--- src/rtl/mdio_slv_pkg.sv ---
package mdio_slv_pkg;

   typedef enum logic [2:0] {
      ST_PRE,
      ST_SOF,
      ST_OPC,
      ST_PAD,
      ST_RAD,
      ST_TA,
      ST_DAT
   } mdio_st_e;

   localparam int IDX_CTRL    = 0;
   localparam int IDX_STATUS  = 1;
   localparam int IDX_ID_HI   = 2;
   localparam int IDX_ID_LO   = 3;
   localparam int IDX_ADV     = 4;
   localparam int IDX_PARTNER = 5;
   localparam int IDX_DIAG    = 18;

   localparam logic [1:0] OPC_READ  = 2'b10;
   localparam logic [1:0] OPC_WRITE = 2'b01;

   function automatic logic [15:0] reg_reset(input int idx);
      case (idx)
         IDX_CTRL:  return 16'h3100;
         IDX_ID_HI: return 16'h0300;
         IDX_ID_LO: return 16'hE400;
         IDX_ADV:   return 16'h01E1;
         default:   return 16'h0000;
      endcase
   endfunction

endpackage

--- src/rtl/mdio_sync.sv ---
module mdio_sync #(
   parameter int W      = 2,
   parameter int STAGES = 2
) (
   input  logic         clk,
   input  logic         rst_n,
   input  logic [W-1:0] d,
   output logic [W-1:0] q
);
   generate
      if (STAGES < 2) begin : g_bad_stages
         $error("mdio_sync needs at least two stages");
      end
   endgenerate

   logic [STAGES-1:0][W-1:0] pipe;

   always_ff @(posedge clk or negedge rst_n) begin
      if (!rst_n) pipe <= '0;
      else        pipe <= {pipe[STAGES-2:0], d};
   end

   assign q = pipe[STAGES-1];
endmodule

--- src/rtl/mdio_frame_fsm.sv ---
module mdio_frame_fsm
   import mdio_slv_pkg::*;
#(
   parameter int PHY_ADDR = 1,
   parameter int ADDR_W   = 5,
   parameter int DATA_W   = 16,
   parameter int PRE_BITS = 32
) (
   input  logic              clk,
   input  logic              rst_n,
   input  logic              mdc_s,
   input  logic              mdio_s,
   input  logic [DATA_W-1:0] rd_data,
   output logic [ADDR_W-1:0] reg_addr,
   output logic              wr_en,
   output logic [DATA_W-1:0] wr_data,
   output logic              mdio_out,
   output logic              mdio_oe
);
   localparam int CNT_W  = $clog2(DATA_W);
   localparam int PCNT_W = $clog2(PRE_BITS + 1);
   localparam logic [CNT_W-1:0]  ADDR_LAST = CNT_W'(ADDR_W - 1);
   localparam logic [CNT_W-1:0]  DATA_LAST = CNT_W'(DATA_W - 1);
   localparam logic [PCNT_W-1:0] PRE_FULL  = PCNT_W'(PRE_BITS);
   localparam logic [ADDR_W-1:0] MY_ADDR   = ADDR_W'(PHY_ADDR);

   generate
      if (DATA_W <= ADDR_W) begin : g_bad_width
         $error("data field must be wider than the address field");
      end
      if (PHY_ADDR >= (1 << ADDR_W)) begin : g_bad_addr
         $error("PHY_ADDR does not fit the address field");
      end
      if (PRE_BITS < 1) begin : g_bad_pre
         $error("PRE_BITS must be positive");
      end
   endgenerate

   logic              mdc_q;
   logic              rise, fall;
   mdio_st_e          st;
   logic [CNT_W-1:0]  bcnt;
   logic [PCNT_W-1:0] pre_cnt;
   logic [1:0]        opc;
   logic [ADDR_W-1:0] pad, rad;
   logic [DATA_W-1:0] rd_q, sh;
   logic              rd_act, wr_act;

   assign rise     = mdc_s & ~mdc_q;
   assign fall     = ~mdc_s & mdc_q;
   assign reg_addr = rad;

   always_ff @(posedge clk or negedge rst_n) begin
      if (!rst_n) mdc_q <= 1'b0;
      else        mdc_q <= mdc_s;
   end

   // receive side: every field advances on a rising MDC edge
   always_ff @(posedge clk or negedge rst_n) begin
      if (!rst_n) begin
         st      <= ST_PRE;
         bcnt    <= '0;
         pre_cnt <= '0;
         opc     <= '0;
         pad     <= '0;
         rad     <= '0;
         rd_q    <= '0;
         sh      <= '0;
         rd_act  <= 1'b0;
         wr_act  <= 1'b0;
         wr_en   <= 1'b0;
         wr_data <= '0;
      end else begin
         wr_en <= 1'b0;
         if (rise) begin
            case (st)
               ST_PRE: begin
                  if (mdio_s) begin
                     if (pre_cnt != PRE_FULL) pre_cnt <= pre_cnt + 1'b1;
                  end else begin
                     pre_cnt <= '0;
                     if (pre_cnt == PRE_FULL) st <= ST_SOF;
                  end
               end
               ST_SOF: begin
                  st   <= ST_OPC;
                  bcnt <= '0;
               end
               ST_OPC: begin
                  opc <= {opc[0], mdio_s};
                  if (bcnt == CNT_W'(1)) begin
                     st   <= ST_PAD;
                     bcnt <= '0;
                  end else bcnt <= bcnt + 1'b1;
               end
               ST_PAD: begin
                  pad <= {pad[ADDR_W-2:0], mdio_s};
                  if (bcnt == ADDR_LAST) begin
                     st   <= ST_RAD;
                     bcnt <= '0;
                  end else bcnt <= bcnt + 1'b1;
               end
               ST_RAD: begin
                  rad <= {rad[ADDR_W-2:0], mdio_s};
                  if (bcnt == ADDR_LAST) begin
                     st   <= ST_TA;
                     bcnt <= '0;
                  end else bcnt <= bcnt + 1'b1;
               end
               ST_TA: begin
                  if (bcnt == '0) begin
                     rd_q   <= rd_data;
                     rd_act <= (pad == MY_ADDR) && (opc == OPC_READ);
                     wr_act <= (pad == MY_ADDR) && (opc == OPC_WRITE);
                     bcnt   <= bcnt + 1'b1;
                  end else begin
                     st   <= ST_DAT;
                     bcnt <= '0;
                  end
               end
               ST_DAT: begin
                  sh <= {sh[DATA_W-2:0], mdio_s};
                  if (bcnt == DATA_LAST) begin
                     wr_en   <= wr_act;
                     wr_data <= {sh[DATA_W-2:0], mdio_s};
                     rd_act  <= 1'b0;
                     wr_act  <= 1'b0;
                     st      <= ST_PRE;
                     pre_cnt <= '0;
                     bcnt    <= '0;
                  end else bcnt <= bcnt + 1'b1;
               end
               default: st <= ST_PRE;
            endcase
         end
      end
   end

   // drive side: pad outputs move only after a falling MDC edge
   always_ff @(posedge clk or negedge rst_n) begin
      if (!rst_n) begin
         mdio_oe  <= 1'b0;
         mdio_out <= 1'b0;
      end else if (fall) begin
         mdio_oe  <= rd_act && ((st == ST_TA && bcnt == CNT_W'(1)) || st == ST_DAT);
         mdio_out <= rd_act && (st == ST_DAT) && rd_q[DATA_LAST - bcnt];
      end
   end

   a_r2_preamble_gate: assert property (@(posedge clk) disable iff (!rst_n)
      (st == ST_PRE && pre_cnt != PRE_FULL) |=> (st == ST_PRE));

   a_r5_drive_only_on_hit: assert property (@(posedge clk) disable iff (!rst_n)
      $rose(mdio_oe) |-> (pad == MY_ADDR && opc == OPC_READ));

   a_r11_change_after_fall: assert property (@(posedge clk) disable iff (!rst_n)
      !fall |=> ($stable(mdio_out) && $stable(mdio_oe)));

   a_r11_quiet_when_off: assert property (@(posedge clk) disable iff (!rst_n)
      !mdio_oe |-> !mdio_out);

   a_r7_single_commit: assert property (@(posedge clk) disable iff (!rst_n)
      wr_en |=> !wr_en);

   a_r3_commit_ends_frame: assert property (@(posedge clk) disable iff (!rst_n)
      wr_en |-> (st == ST_PRE));
endmodule

--- src/rtl/mdio_phy_regs.sv ---
module mdio_phy_regs
   import mdio_slv_pkg::*;
#(
   parameter int ADDR_W = 5,
   parameter int DATA_W = 16
) (
   input  logic              clk,
   input  logic              rst_n,
   input  logic              link_up,
   input  logic [ADDR_W-1:0] rd_addr,
   input  logic              wr_en,
   input  logic [ADDR_W-1:0] wr_addr,
   input  logic [DATA_W-1:0] wr_data,
   output logic [DATA_W-1:0] rd_data,
   output logic              full_duplex
);
   localparam int REG_COUNT = 1 << ADDR_W;

   generate
      if (DATA_W != 16) begin : g_bad_data
         $error("register layout assumes 16-bit registers");
      end
      if (REG_COUNT <= IDX_DIAG) begin : g_bad_count
         $error("address field too narrow for the diagnostic register");
      end
   endgenerate

   logic [DATA_W-1:0] mem [REG_COUNT];
   logic [DATA_W-1:0] adv;
   logic              adv_100;

   always_ff @(posedge clk or negedge rst_n) begin
      if (!rst_n) begin
         for (int i = 0; i < REG_COUNT; i++) mem[i] <= reg_reset(i);
      end else if (wr_en) begin
         mem[wr_addr] <= wr_data;
      end
   end

   assign adv         = mem[IDX_ADV];
   assign adv_100     = adv[7] | adv[8];
   assign full_duplex = adv[8] | adv[6];

   always_comb begin
      case (rd_addr)
         ADDR_W'(IDX_STATUS):  rd_data = 16'h7828 | {13'b0, link_up, 2'b00};
         ADDR_W'(IDX_PARTNER): rd_data = 16'h4000 | (adv & 16'h01E0);
         ADDR_W'(IDX_DIAG):    rd_data = {4'b0000, full_duplex, adv_100, 10'b0};
         default:              rd_data = mem[rd_addr];
      endcase
   end

   a_r7_adv_commit: assert property (@(posedge clk) disable iff (!rst_n)
      (wr_en && wr_addr == ADDR_W'(IDX_ADV)) |=> (adv == $past(wr_data)));

   a_r7_no_write_no_change: assert property (@(posedge clk) disable iff (!rst_n)
      !wr_en |=> $stable(adv));
endmodule

--- src/rtl/mdio_phy_slave.sv ---
module mdio_phy_slave #(
   parameter int PHY_ADDR    = 1,
   parameter int SYNC_STAGES = 2,
   parameter int PRE_BITS    = 32
) (
   input  logic clk,
   input  logic rst_n,
   input  logic mdc,
   input  logic mdio_in,
   input  logic link_up,
   output logic mdio_out,
   output logic mdio_oe,
   output logic full_duplex
);
   localparam int ADDR_W = 5;
   localparam int DATA_W = 16;

   logic              mdc_s, mdio_s;
   logic [ADDR_W-1:0] reg_addr;
   logic [DATA_W-1:0] rd_data, wr_data;
   logic              wr_en;

   mdio_sync #(.W(2), .STAGES(SYNC_STAGES)) u_sync (
      .clk   (clk),
      .rst_n (rst_n),
      .d     ({mdc, mdio_in}),
      .q     ({mdc_s, mdio_s})
   );

   mdio_frame_fsm #(
      .PHY_ADDR (PHY_ADDR),
      .ADDR_W   (ADDR_W),
      .DATA_W   (DATA_W),
      .PRE_BITS (PRE_BITS)
   ) u_fsm (
      .clk      (clk),
      .rst_n    (rst_n),
      .mdc_s    (mdc_s),
      .mdio_s   (mdio_s),
      .rd_data  (rd_data),
      .reg_addr (reg_addr),
      .wr_en    (wr_en),
      .wr_data  (wr_data),
      .mdio_out (mdio_out),
      .mdio_oe  (mdio_oe)
   );

   mdio_phy_regs #(.ADDR_W(ADDR_W), .DATA_W(DATA_W)) u_regs (
      .clk         (clk),
      .rst_n       (rst_n),
      .link_up     (link_up),
      .rd_addr     (reg_addr),
      .wr_en       (wr_en),
      .wr_addr     (reg_addr),
      .wr_data     (wr_data),
      .rd_data     (rd_data),
      .full_duplex (full_duplex)
   );
endmodule

--- config.mk ---
export PLATFORM = sky130hd
export DESIGN_NAME = mdio_phy_slave
export DESIGN_NICKNAME = d
export VERILOG_FILES = /design/src/rtl/mdio_slv_pkg.sv /design/src/rtl/mdio_sync.sv /design/src/rtl/mdio_frame_fsm.sv /design/src/rtl/mdio_phy_regs.sv /design/src/rtl/mdio_phy_slave.sv
export SDC_FILE = /design/constraint.sdc
export NUM_CORES = 1
export LEC_CHECK = 0
export BUFFER_PORTS_ARGS = -buffer_cell sky130_fd_sc_hd__buf_2
export CAP_MARGIN = 20
export CORE_ASPECT_RATIO = 1.25
export CORE_MARGIN = 4
export CORE_UTILIZATION = 58
export DETAILED_ROUTE_END_ITERATION = 10
export HOLD_SLACK_MARGIN = 0.05
export PLACE_DENSITY = 0.82
export SYNTH_ARGS = -nofsm -noshare
export SYNTH_HDL_FRONTEND = slang
export SYNTH_HIERARCHICAL = 1
export SYNTH_SLANG_ARGS = --single-unit
--- constraint.sdc ---
create_clock -name clk -period 2.2 [get_ports clk]
set_input_delay 0.44 -clock clk [delete_from_list [all_inputs] [get_ports clk]]
set_output_delay 0.44 -clock clk [all_outputs]
set_load 0.01 [all_outputs]
== After elaboration in Yosys (flattened, before gate mapping) ==
Index checks and enable logic that the tools add are counted.
Operators by class
  $lt $le $gt $ge: 3
  equal/unequal tests: 26
  bitwise operators: 7
  reductions and logical operators: 24
  $add $sub $neg: 3
  mux-type cells: 34
Operators with widths (number)
  $bwmux 512: 1
  $bmux 16 s5: 1
  $demux 16 s5: 1
  $mux 16: 3
  $pmux 16 s3: 1
  $mux 3: 7
  $pmux 3 s7: 1
  $pmux 4 s5: 1
  $mux 6: 3
  $mux 4: 4
  $ne 2x1->1 const B: 6
  $pmux 6 s2: 1
  $eq 5x1->1 const B: 2
  $reduce_and 2->1: 5
  $eq 3x3->1 const B: 3
  $reduce_and 4->1: 2
  $reduce_and 8->1: 1
  $logic_and 1x1->1: 7
  $mux 1: 7
  $add 6x1->6 const B: 1
  $eq 3x2->1 const B: 2
  $eq 6x6->1 const B: 1
  $ge 6x6->1 const B: 1
  $lt 6x1->1 const B: 1
  27 further kinds: 34
Storage, ports and cells
  register bits: 594
  logic and storage cells: 146
  bits of input ports: 5
  output and inout bits: 3

== Longest topological paths before layout ==
Gate-level depths: netlist (run 1).
  word-level depth: 6
  depth in mapped cells: 10
  depth with buffers taken out: 6

== Hierarchy ==
The synthesis (run 1) kept the hierarchy.
Modules (own cells, without submodules)
  mdio_phy_regs: area an instance 23814.1 um^2, instances 1, cells each 1614, sequential area each 12829.8 um^2
  mdio_frame_fsm: area an instance 3530.9 um^2, instances 1, cells each 267, sequential area each 1951.9 um^2
  mdio_sync: area an instance 115.1 um^2, instances 1, cells each 6, sequential area each 100.1 um^2

== Worst setup path before layout (run 1) ==
No wires, ideal clock.
  path type: flip-flop to flip-flop
  start point: register u_fsm.rad[0], in the netlist u_fsm/reg_addr[0]
  end point: register u_fsm.rd_q[5]
  stages on the path, launching flop included: 9
  data required time: 2.075 ns
  buffers on the path: 3
  setup slack: 0.011 ns
  setup time: 0.125 ns
  arrival time: 2.064 ns
  period minus slack after synthesis: 2.189 ns
  cell sequence: dfrtp_1 buf_6 buf_6 buf_6 mux4_2 a211oi_1 o211ai_1 o211a_1 mux2_2
On the way
  cells in the longest elaborated chain, start to end: 5
  elaborated cells between the ends (all ways): 8
  classes of those cells: 3 x eq/ne; 4 x mux; 1 x bitwise
Ends and longest elaborated chain
  start, declared: line mdio_frame_fsm.sv:45  | logic [ADDR_W-1:0] pad, rad;
  start signal, assigned: line mdio_frame_fsm.sv:104  | rad <= {rad[ADDR_W-2:0], mdio_s};
  $not 5->6 (implied by the code): line mdio_phy_regs.sv:49  | default: rd_data = mem[rd_addr];
  $bmux 16 s5: line mdio_phy_regs.sv:49
  $mux 16 (implied by the code) (2 in a row): line mdio_phy_regs.sv:49
  $pmux 16 s3 *: line mdio_phy_regs.sv:45  | case (rd_addr)
  named net rd_data[5]: line mdio_phy_slave.sv:20  | logic [DATA_W-1:0] rd_data, wr_data;
  end signal, assigned: line mdio_frame_fsm.sv:112  | rd_q <= rd_data;
  end, declared: line mdio_frame_fsm.sv:46  | logic [DATA_W-1:0] rd_q, sh;
Mark *: on every way through the listed nets, which the timed path passes. The rest lies on a longest branch. The select of a mux whose other input is x is not followed.
A chain may end at the register's enable or synchronous reset.

== Worst setup path in the final report (run 1) ==
  start point: register u_fsm.rad[0], in the netlist u_fsm/reg_addr[0]
  end point: register u_fsm.rd_q[12]
The elaborated chain is that of the path after synthesis.

==> flow_summary.toml, run 1 <==
[floorplan]
dieArea_mm2 = 0.0509
rows = 88
die_width_um = 203
core_area_mm2 = 0.0465
die_h_um = 251
start_util_pct = 59.1
ios = 8

[clock_network]
clk_latency_ns = 0.62
cts_num_sinks = 594
cts_htree_levels = 2
clockBufferDepth = 3
clk_pin_slew_worst_paths_ns = 0.07
cts-root-buf = "clkbuf_16"
cts_buffers = 57
cts_tree = "yes"

[global_routing]
grt_start_max_net_pins = 93
grt_pass1_vias = 18900
grt_usage_pct = 29.3
grt_pass1_wl_um = 115000
overflow = 0
antenna_found_initial = 2

[timing]
hold_violations = 0
fin_tns_setup_ns = -4.84
max_freq_ghz = 0.419
final.min_clock_period_ns = 2.39
fin_skew_ns = 0.0160
tightest_slew_ns = 0.955
setup_violations = 93
post-route-period-util_pct = 108
rsz0062_at_grt = "yes"
maxSlewViolCount = 0
fin_ws_ns = -0.186
max-slew-margin-rel_pct = 36.4

[detailed_routing]
viasPerCell = 6.54
dr.first_iter.drc_count = 1563
drc_errors = 0
drt-total-wl_um = 77100
wire_per_inst_um = 28.5
via_count = 17700
ant_nets = 0
dr.pass1.iters = 5

[worst_setup_path]
worst_r2r_path_depth = 8
critPathArrivalTime_ns = 2.90
worstPathRequired_ns = 2.71
end_kind = "register"
cp-start-kind = "register"
path_max_fanout = 6
path_class = "register to register"

[status]
run_status = "complete, but fails checks"
violations = "negative setup slack"

[placement]
dpl_worst_slack_ns = -0.421
dp_hpwl_um = 47100
gp_congestion = 0.946
placement.io_buffers = 7
dp.cells = 2560

[logic_synthesis]
synth_nets = 1897
async_reset_ff_share_pct = 100
ys.flop_type = "dfrtp_1"
syn_area_mm2 = 0.0275
yosysSeqAreaShare_pct = 54.2
ys_types = 74
synth_edf_count = 0
synth_seq_cells = 594
syn_inst = 1887
syn_avg_cell_area_um2 = 14.6
synth_warnings = 6

[pwr]
seq_power_share_pct = 51.2
p_clk_share_pct = 47.3
internal_power_mw = 16.9
p_per_area_mw_per_mm2 = 649
p_switching_mw = 4.52
p_leak_nw = 15.7
netSwitchingFraction_pct = 21.1
max-vdd-ir-drop_mv = 0.579
comb_power_share_pct = 1.5

[cells_and_area]
layout.cells.non_filler = 2707
final_nets = 2039
n_antenna_cell = 0
seq_area_mm2 = 0.0149
multi_input_area_mm2 = 0.0125
syn2layout_area_growth_pct = 20.1
filler_cell_count = 2804
layout_commonest_cell = "dfrtp_1"
drive_above_1_share_pct = 41.0
final_cell_mix = "576 x dfrtp_1, 257 x mux2_1, 205 x mux2_2, 140 x buf_4, 116 x mux2_4"

[run]
cap_viol_max_count = 0

[min_path]
holdCritPathClass = "input pin to asynchronous set/reset pin"
-- cell type report --
class                           instances  area share [%]
Timing Repair Buffer                  240            8.55
Sequential cell                       594            45.1
Tap cell                              630            2.39
Inverter                               15           0.174
Clock buffer                           89            5.12
Multi-Input combinational cell       1121            37.9
Clock inverter                         18           0.717
-- worst paths after layout --
| check | slack [ns] | to | startpoint |
|---|---|---|---|
| worst max-delay path | -0.19 | u_fsm/rd_q[12] | u_fsm/reg_addr[0] |
| worst min-delay path | 0.32 | u_regs/mem[119] | rst_n |
| worst max register to register | -0.19 | u_fsm/rd_q[12] | u_fsm/reg_addr[0] |
| worst min register to register | 0.35 | u_sync/q[0] | u_sync/pipe[0] |
| max in group asynchronous | 1.02 | u_fsm/pad[3] | rst_n |
| min in group clk | 0.35 | u_sync/q[0] | u_sync/pipe[0] |
-- synth_stat cells (4+ instances only) --
master,instances,area [um^2]
o22ai_1,16,100
o21ai_0,15,75.1
a211o_1,4,35.0
a221oi_1,7,61.3
a21oi_1,23,115
and3_1,7,43.8
nor3b_1,5,37.5
and2_1,5,31.3
mux2_1,353,3980
mux2_2,225,2530
o21a_1,5,37.5
buf_4,11,82.6
o221ai_1,12,105
nand3_1,13,65.1
or3_1,6,37.5
a22o_1,4,35.0
dfrtp_1,580,14500
a211oi_1,8,60.1
nor2b_1,5,31.3
nor2_1,60,225
inv_1,11,41.3
mux4_2,99,2230
ha_1,5,62.6
dfstp_2,14,368
buf_6,13,146
nand2_1,67,251
o211ai_1,7,52.6
nor2_2,11,68.8
clkbuf_1,71,267
buf_2,58,290
nor3_1,18,90.1
nand2b_1,8,50.1
mux2i_1,72,721
nand3b_1,7,52.6
-- critical path, cell delays in order (launching register included) --
cell and delay [ns]:
dfrtp_4 0.45, buf_8 0.14, buf_12 0.13, mux4_2 0.49, mux2_4 0.30, nand2_4 0.09
o211ai_1 0.17, and4b_1 0.25, mux2_4 0.26
-- power by group through the flow --
| stage | clock network [mW] | logic [mW] | registers (mW) |
|---|---|---|---|
| floorplan | 0 | 0.0487 | 11.2 |
| global placement | 0 | 0.319 | 11.2 |
| detailed placement | 0 | 0.327 | 11.2 |
| CTS | 10.2 | 0.333 | 11.0 |
| global route | 10.7 | 0.372 | 10.9 |
| finish | 10.1 | 0.321 | 11.0 |
-- state kept, by name, summed over array words and instances, names as in the netlist, 5 cells and up --
| register | cells |
|---|---|
| u_fsm/sh | 15 |
| u_fsm/pre_cnt | 6 |
| u_fsm/wr_data | 16 |
| u_regs/mem | 496 |
| u_fsm/rd_q | 16 |
| u_fsm/reg_addr | 5 |
| u_fsm/pad | 5 |
| u_regs/adv | 16 |
-- stage by stage --
| stage | total power [mW] | hold slack, ns | cell area, um^2 | utilization, % |
|---|---|---|---|---|
| after floorplan | 11.2 | 0.144 | 27500 | - |
| after global placement | 11.5 | 0.348 | 29600 | 63.7 |
| after detailed placement | 11.5 | 0.337 | 29600 | 63.7 |
| after CTS | 21.5 | 0.326 | 32100 | 69.0 |
| after global routing | 22.0 | 0.358 | 33000 | 71.0 |
| final | 21.4 | 0.323 | 33000 | 71.0 |
-- routing by layer --
layer / vias up / track usage [%] / wire length [um]
li1: 7235 / - / -
met1: 9441 / 37.7 / 29500
met2: 783 / 49.1 / 38300
met3: 237 / 4.23 / 5100
met4: 4 / 15.2 / 4140
met5: - / 0 / 29
-- what timing repair did --
item | CTS | global route
hold buffers | 3 | 0
pin swaps | 15 | 25
resized for setup | 72 | 174
endpoints found under the setup margin | 85 | 307
setup buffers | 17 | 10
endpoints found under the hold margin | 28 | 0
gates cloned | 4 | 7
-- cells by family after synthesis --
group,Yosys count,synth area share [%]
DFF,594,54.2
muxes,749,34.4
adders and majority gates,5,0.228
AOI/OAI and AO/OA,131,3.48
buffers and inverters,172,3.22
and+or+nand+nor,236,4.43
Power figures use the tool's default switching activity.
==> inputs of run 2 (changes only) <==
--- a/config.mk
+++ b/config.mk
@@ -7,7 +7,7 @@
 export LEC_CHECK = 0
 export BUFFER_PORTS_ARGS = -buffer_cell sky130_fd_sc_hd__buf_2
 export CAP_MARGIN = 20
-export CORE_ASPECT_RATIO = 1.25
+export CORE_ASPECT_RATIO = 1.4
 export CORE_MARGIN = 4
 export CORE_UTILIZATION = 58
 export DETAILED_ROUTE_END_ITERATION = 10
==> run 2 against run 1 <==
  * The run still ends with negative setup slack left
  * Cell count increased by 0.55%
  * Flip-flop and latch count unchanged
  * Maximum frequency fell by 4.0%
  * Largest cell class unchanged
==> flow_summary.toml, run 2 (synthesis results as in run 1) <==
[status]
run_status = "complete, but fails checks"
violations = "negative setup slack"

[worst_setup_path]
cp-start-kind = "register"
worstPathRequired_ns = 2.68
rr_startpoint = "u_fsm/reg_addr[0]"
crit_slowest_cell = "dfrtp_4"
worstReg2RegEnd = "u_fsm/rd_q[1]"
r2r_slack_ns = -0.28
crit_chain = "buf_12 -> buf_4 -> buf_6 -> mux4_2 -> mux4_2 -> clkinv_2 -> a221oi_1 -> mux2_2"
crit_buf_inv = 4
critPathArrivalTime_ns = 2.96
path_common_cell = "mux4_2"
path_max_fanout = 13
end_kind = "register"
critPathTopFamily = "multiplexers"
slowest_delay_ns = 0.50
worst_r2r_path_depth = 8
path_class = "register to register"

[cells_and_area]
n_antenna_cell = 0
syn2layout_area_growth_pct = 23.8
postLayoutCoreUtil_pct = 72.4
regMostFlops = "u_regs/mem"
drive_above_1_share_pct = 45.9
final_cell_area_mm2 = 0.0340
layout_commonest_cell = "dfrtp_1"
seq_area_mm2 = 0.0149
largest_register_ffs = 496
multi_input_area_mm2 = 0.0131
final_cell_mix = "575 x dfrtp_1, 225 x mux2_4, 181 x mux2_1, 172 x mux2_2, 149 x buf_4"
final_nets = 2066
filler_cell_count = 2581

[detailed_routing]
drt-total-wl_um = 83800
via_count = 18300
drc_errors = 0
viasPerCell = 6.73
dr.first_iter.drc_count = 1832
ant_nets = 0
wire_per_inst_um = 30.8
dr.pass1.iters = 5

[run]
cap_viol_max_count = 0

[timing]
final.min_clock_period_ns = 2.48
setup_violations = 254
hold_violations = 0
rsz0062_at_grt = "yes"
fin_tns_setup_ns = -19.25
fin_ws_ns = -0.285
maxSlewViolCount = 0
max_freq_ghz = 0.402
max-slew-margin-rel_pct = 34.0
tightest_slew_ns = 0.991
fin_skew_ns = 0.0192
post-route-period-util_pct = 113
timing.hold.ws_ns = 0.339

[pwr]
p_leak_nw = 16.0
max-vdd-ir-drop_mv = 0.663
p_per_area_mw_per_mm2 = 621
power_mw = 21.1

[placement]
dp_hpwl_um = 48600
placed_area_mm2 = 0.0298
placement.io_buffers = 7
gp_congestion = 0.912

[floorplan]
ios = 8
start_util_pct = 58.5
dieArea_mm2 = 0.0509
die_width_um = 192
rows = 94
die_h_um = 265
core_area_mm2 = 0.0469

[global_routing]
overflow = 0
grt_pass1_wl_um = 117000
grt_start_max_net_pins = 101
grt_usage_pct = 30.3
grt_pass1_vias = 19400
antenna_found_initial = 1

[clock_network]
cts_tree = "yes"
cts-root-buf = "clkbuf_16"
cts_htree_levels = 2
clk_latency_ns = 0.60
clockBufferDepth = 3
cts_num_sinks = 594
cts_buffers = 55
clk_pin_slew_worst_paths_ns = 0.07

[min_path]
holdCritPathClass = "input pin to asynchronous set/reset pin"
## run 2: changes by cell type in the layout (fill, tap and decap cells not counted), sizes merged
cell      change
inv           -2
bufinv        +1
clkinvlp      +1
clkinv        -1
buf          +22
## run 2: what timing repair did
item,in CTS,in global routing
gates cloned,7,14
resized for setup,134,277
pin swaps,14,39
endpoints found under the setup margin,80,376
endpoints found under the hold margin,36,0
setup buffers,26,21
hold buffers,3,0
## run 2: layout make-up
type                            instances  area share [%]
Clock inverter                         17           0.755
Clock buffer                           82            4.61
Sequential cell                       594            43.8
Multi-Input combinational cell       1121            38.5
Timing Repair Buffer                  269            9.85
Tap cell                              624            2.30
Inverter                               15           0.173
## run 2: through the flow
stage               cells  setup slack, ns
finish               2722           -0.285
global route         2722           -0.302
CTS                  2698           -0.202
detailed placement   2563           -0.228
global placement     2561           -0.193
floorplan            1887           0.0111
## run 2: power by group
part,internal [mW],switching (mW),leakage (nW)
sequential,10.9,0.0147,8.23
clock,5.63,4.21,0.890
combinational,0.0732,0.256,6.93
## run 2: worst max-delay path by stage
stage	start	to	slack, ns	depth (start not counted)
after floorplan	u_fsm/reg_addr[0]	u_fsm/rd_q[5]	0.01	8
after global placement	u_fsm/reg_addr[0]	u_fsm/rd_q[10]	-0.19	9
after detailed placement	u_fsm/reg_addr[0]	u_fsm/rd_q[11]	-0.23	9
after CTS	u_fsm/reg_addr[0]	u_fsm/rd_q[4]	-0.20	7
after global routing	u_fsm/reg_addr[0]	u_fsm/rd_q[11]	-0.30	9
final	u_fsm/reg_addr[0]	u_fsm/rd_q[1]	-0.28	8
## run 2: routing by layer
layer | routed length, um | track usage [%] | share of wire (%)
met1 | 29900 | 36.2 | 36
met4 | 7050 | 18.9 | 8.4
met3 | 5790 | 5.05 | 6.9
met2 | 41100 | 51.1 | 49
met5 | 0 | 0 | 0
==> inputs of run 3 (changes only) <==
--- a/config.mk
+++ b/config.mk
@@ -7,12 +7,14 @@
 export LEC_CHECK = 0
 export BUFFER_PORTS_ARGS = -buffer_cell sky130_fd_sc_hd__buf_2
 export CAP_MARGIN = 20
+export CELL_PAD_IN_SITES_DETAIL_PLACEMENT = 1
+export CELL_PAD_IN_SITES_GLOBAL_PLACEMENT = 1
 export CORE_ASPECT_RATIO = 1.4
 export CORE_MARGIN = 4
-export CORE_UTILIZATION = 58
+export CORE_UTILIZATION = 49
 export DETAILED_ROUTE_END_ITERATION = 10
 export HOLD_SLACK_MARGIN = 0.05
-export PLACE_DENSITY = 0.82
+export PLACE_DENSITY = 0.81
 export SYNTH_ARGS = -nofsm -noshare
 export SYNTH_HDL_FRONTEND = slang
 export SYNTH_HIERARCHICAL = 1
==> run 3 against run 2 <==
  * The run still ends with negative setup slack left
  * Cell count up 5.8%
  * Maximum frequency fell by 21%
  * Critical path depth stayed put
  * Worst hold slack got worse by 0.028 ns
  * Sequential power hardly changed
  * Combinational power up 10%
  * Sequential share of layout area decreased by 1.3 points
==> flow_summary.toml, run 3 (synthesis results as in run 1) <==
[status]
run_status = "complete, but fails checks"
violations = "negative setup slack"

[floorplan]
start_util_pct = 49.6
die_width_um = 208
core_area_mm2 = 0.0554
die_h_um = 288
rows = 102
ios = 8
dieArea_mm2 = 0.0599

[timing]
setup_violations = 466
max-slew-margin-rel_pct = 18.8
maxSlewViolCount = 0
rsz0062_at_grt = "yes"
post-route-period-util_pct = 143
hold_violations = 0
final.min_clock_period_ns = 3.15
tightest_slew_ns = 1.22
fin_ws_ns = -0.953
max_freq_ghz = 0.317
fin_tns_setup_ns = -56.22
fin_skew_ns = 0.0234

[detailed_routing]
dr.first_iter.drc_count = 2748
drc_errors = 0
ant_nets = 0
drt-total-wl_um = 127000
wire_per_inst_um = 44.1
dr.pass1.iters = 6
viasPerCell = 7.28
via_count = 21000

[cells_and_area]
filler_cell_count = 4839
final_cell_mix = "575 x dfrtp_1, 213 x mux2_2, 213 x mux2_1, 173 x buf_4, 152 x mux2_4"
drive_above_1_share_pct = 48.5
multi_input_area_mm2 = 0.0132
final_nets = 2112
seq_area_mm2 = 0.0149
largest_register_ffs = 496
regMostFlops = "u_regs/mem"
layout_commonest_cell = "dfrtp_1"
syn2layout_area_growth_pct = 27.5
final_cell_area_mm2 = 0.0350

[global_routing]
grt_start_max_net_pins = 89
grt_usage_pct = 35.4
overflow = 0
antenna_found_initial = 6
grt_pass1_wl_um = 158000
grt_pass1_vias = 21800

[worst_setup_path]
critPathTopFamily = "compound AO/OA/AOI/OAI gates"
crit_chain = "buf_12 -> buf_8 -> buf_6 -> nand2_1 -> nor2_1 -> a2111oi_4 -> a211oi_2 -> mux2_2"
end_kind = "register"
crit_buf_inv = 3
worstPathRequired_ns = 2.71
crit_slowest_cell = "a2111oi_4"
r2r_slack_ns = -0.95
slowest_delay_ns = 0.82
path_class = "register to register"
critPathArrivalTime_ns = 3.66
cp-start-kind = "register"
path_max_fanout = 8

[pwr]
p_leak_nw = 16.5
p_per_area_mw_per_mm2 = 643
max-vdd-ir-drop_mv = 0.636

[clock_network]
clk_latency_ns = 0.62
cts_buffers = 56
cts_num_sinks = 594
cts_htree_levels = 2
clk_pin_slew_worst_paths_ns = 0.08
clockBufferDepth = 3
cts-root-buf = "clkbuf_16"
cts_tree = "yes"

[placement]
placed_area_mm2 = 0.0299
dp_hpwl_um = 55800
dpl_worst_slack_ns = -0.467
placement.io_buffers = 7
gp_congestion = 0.915

[run]
cap_viol_max_count = 0

[min_path]
holdCritPathClass = "input pin to asynchronous set/reset pin"
run 3: cell types whose count changed in the layout (fill, tap and decap cells not counted), moves of 14 or more:
cell,before,now
buf_4,149,173
mux2_4,225,152
mux2_1,181,213
buf_6,15,30
clkbuf_1,18,4
mux2_2,172,213
nor2_1,47,33
run 3: routing by layer:
metal	track usage [%]	wire, um
met1	41.4	41600
met5	0	27
met4	25.1	13900
met2	59.3	58300
met3	6.39	13100
run 3: stage by stage:
stage               hold WS [ns]  std cells  util, %  total power [mW]
CTS                        0.323       2830     60.4              22.1
global placement           0.341       2675     53.9              11.5
floorplan                  0.144       1887        -              11.2
finish                     0.311       2880     63.2              22.5
global route               0.320       2874     63.2              23.0
detailed placement         0.338       2676     53.9              11.5
run 3: repair_timing:
| item | 4_1_cts | 5_1_grt |
|---|---|---|
| setup endpoints to repair | 342 | 382 |
| setup buffers | 36 | 33 |
| gates resized for setup | 196 | 244 |
| gates cloned | 13 | 15 |
| pin swaps | 38 | 46 |
| hold buffers | 3 | 0 |
| hold endpoints to repair | 32 | 0 |
run 3: path summary, 6_finish.rpt:
path | start | end | cells past startpoint
max in group asynchronous | rst_n | u_regs/mem[448] | 3
worst max register to register | u_fsm/reg_addr[0] | u_fsm/rd_q[7] | 8
worst max-delay path | u_fsm/reg_addr[0] | u_fsm/rd_q[7] | 8
min in group clk | u_sync/pipe[1] | u_sync/q[1] | 0
worst min-delay path | rst_n | u_regs/mem[235] | 2
worst min register to register | u_sync/pipe[1] | u_sync/q[1] | 0
run 3: final cells by class:
class	instances	share of cell area, %
clock buffers	79	4.86
flip-flops and latches	594	42.5
inverters	15	0.179
well taps	728	2.60
repair buffers	314	11.2
clock inverters	23	0.965
diodes	6	0.0429
multi-input cells	1121	37.7
run 3: worst register-to-register path: stages (launching register included):
cell,delay (ns)
dfrtp_4,0.55
buf_12,0.18
buf_8,0.16
buf_6,0.16
nand2_1,0.27
nor2_1,0.31
a2111oi_4,0.83
a211oi_2,0.24
mux2_2,0.33
run 3: power breakdown:
part | total (mW) | switching, mW | internal [mW] | leakage, nW
Combinational | 0.363 | 0.292 | 0.0707 | 7.31
Clock | 11.2 | 4.88 | 6.33 | 1.01
Sequential | 10.9 | 0.0165 | 10.9 | 8.23
Total | 22.5 | 5.19 | 17.3 | 16.5
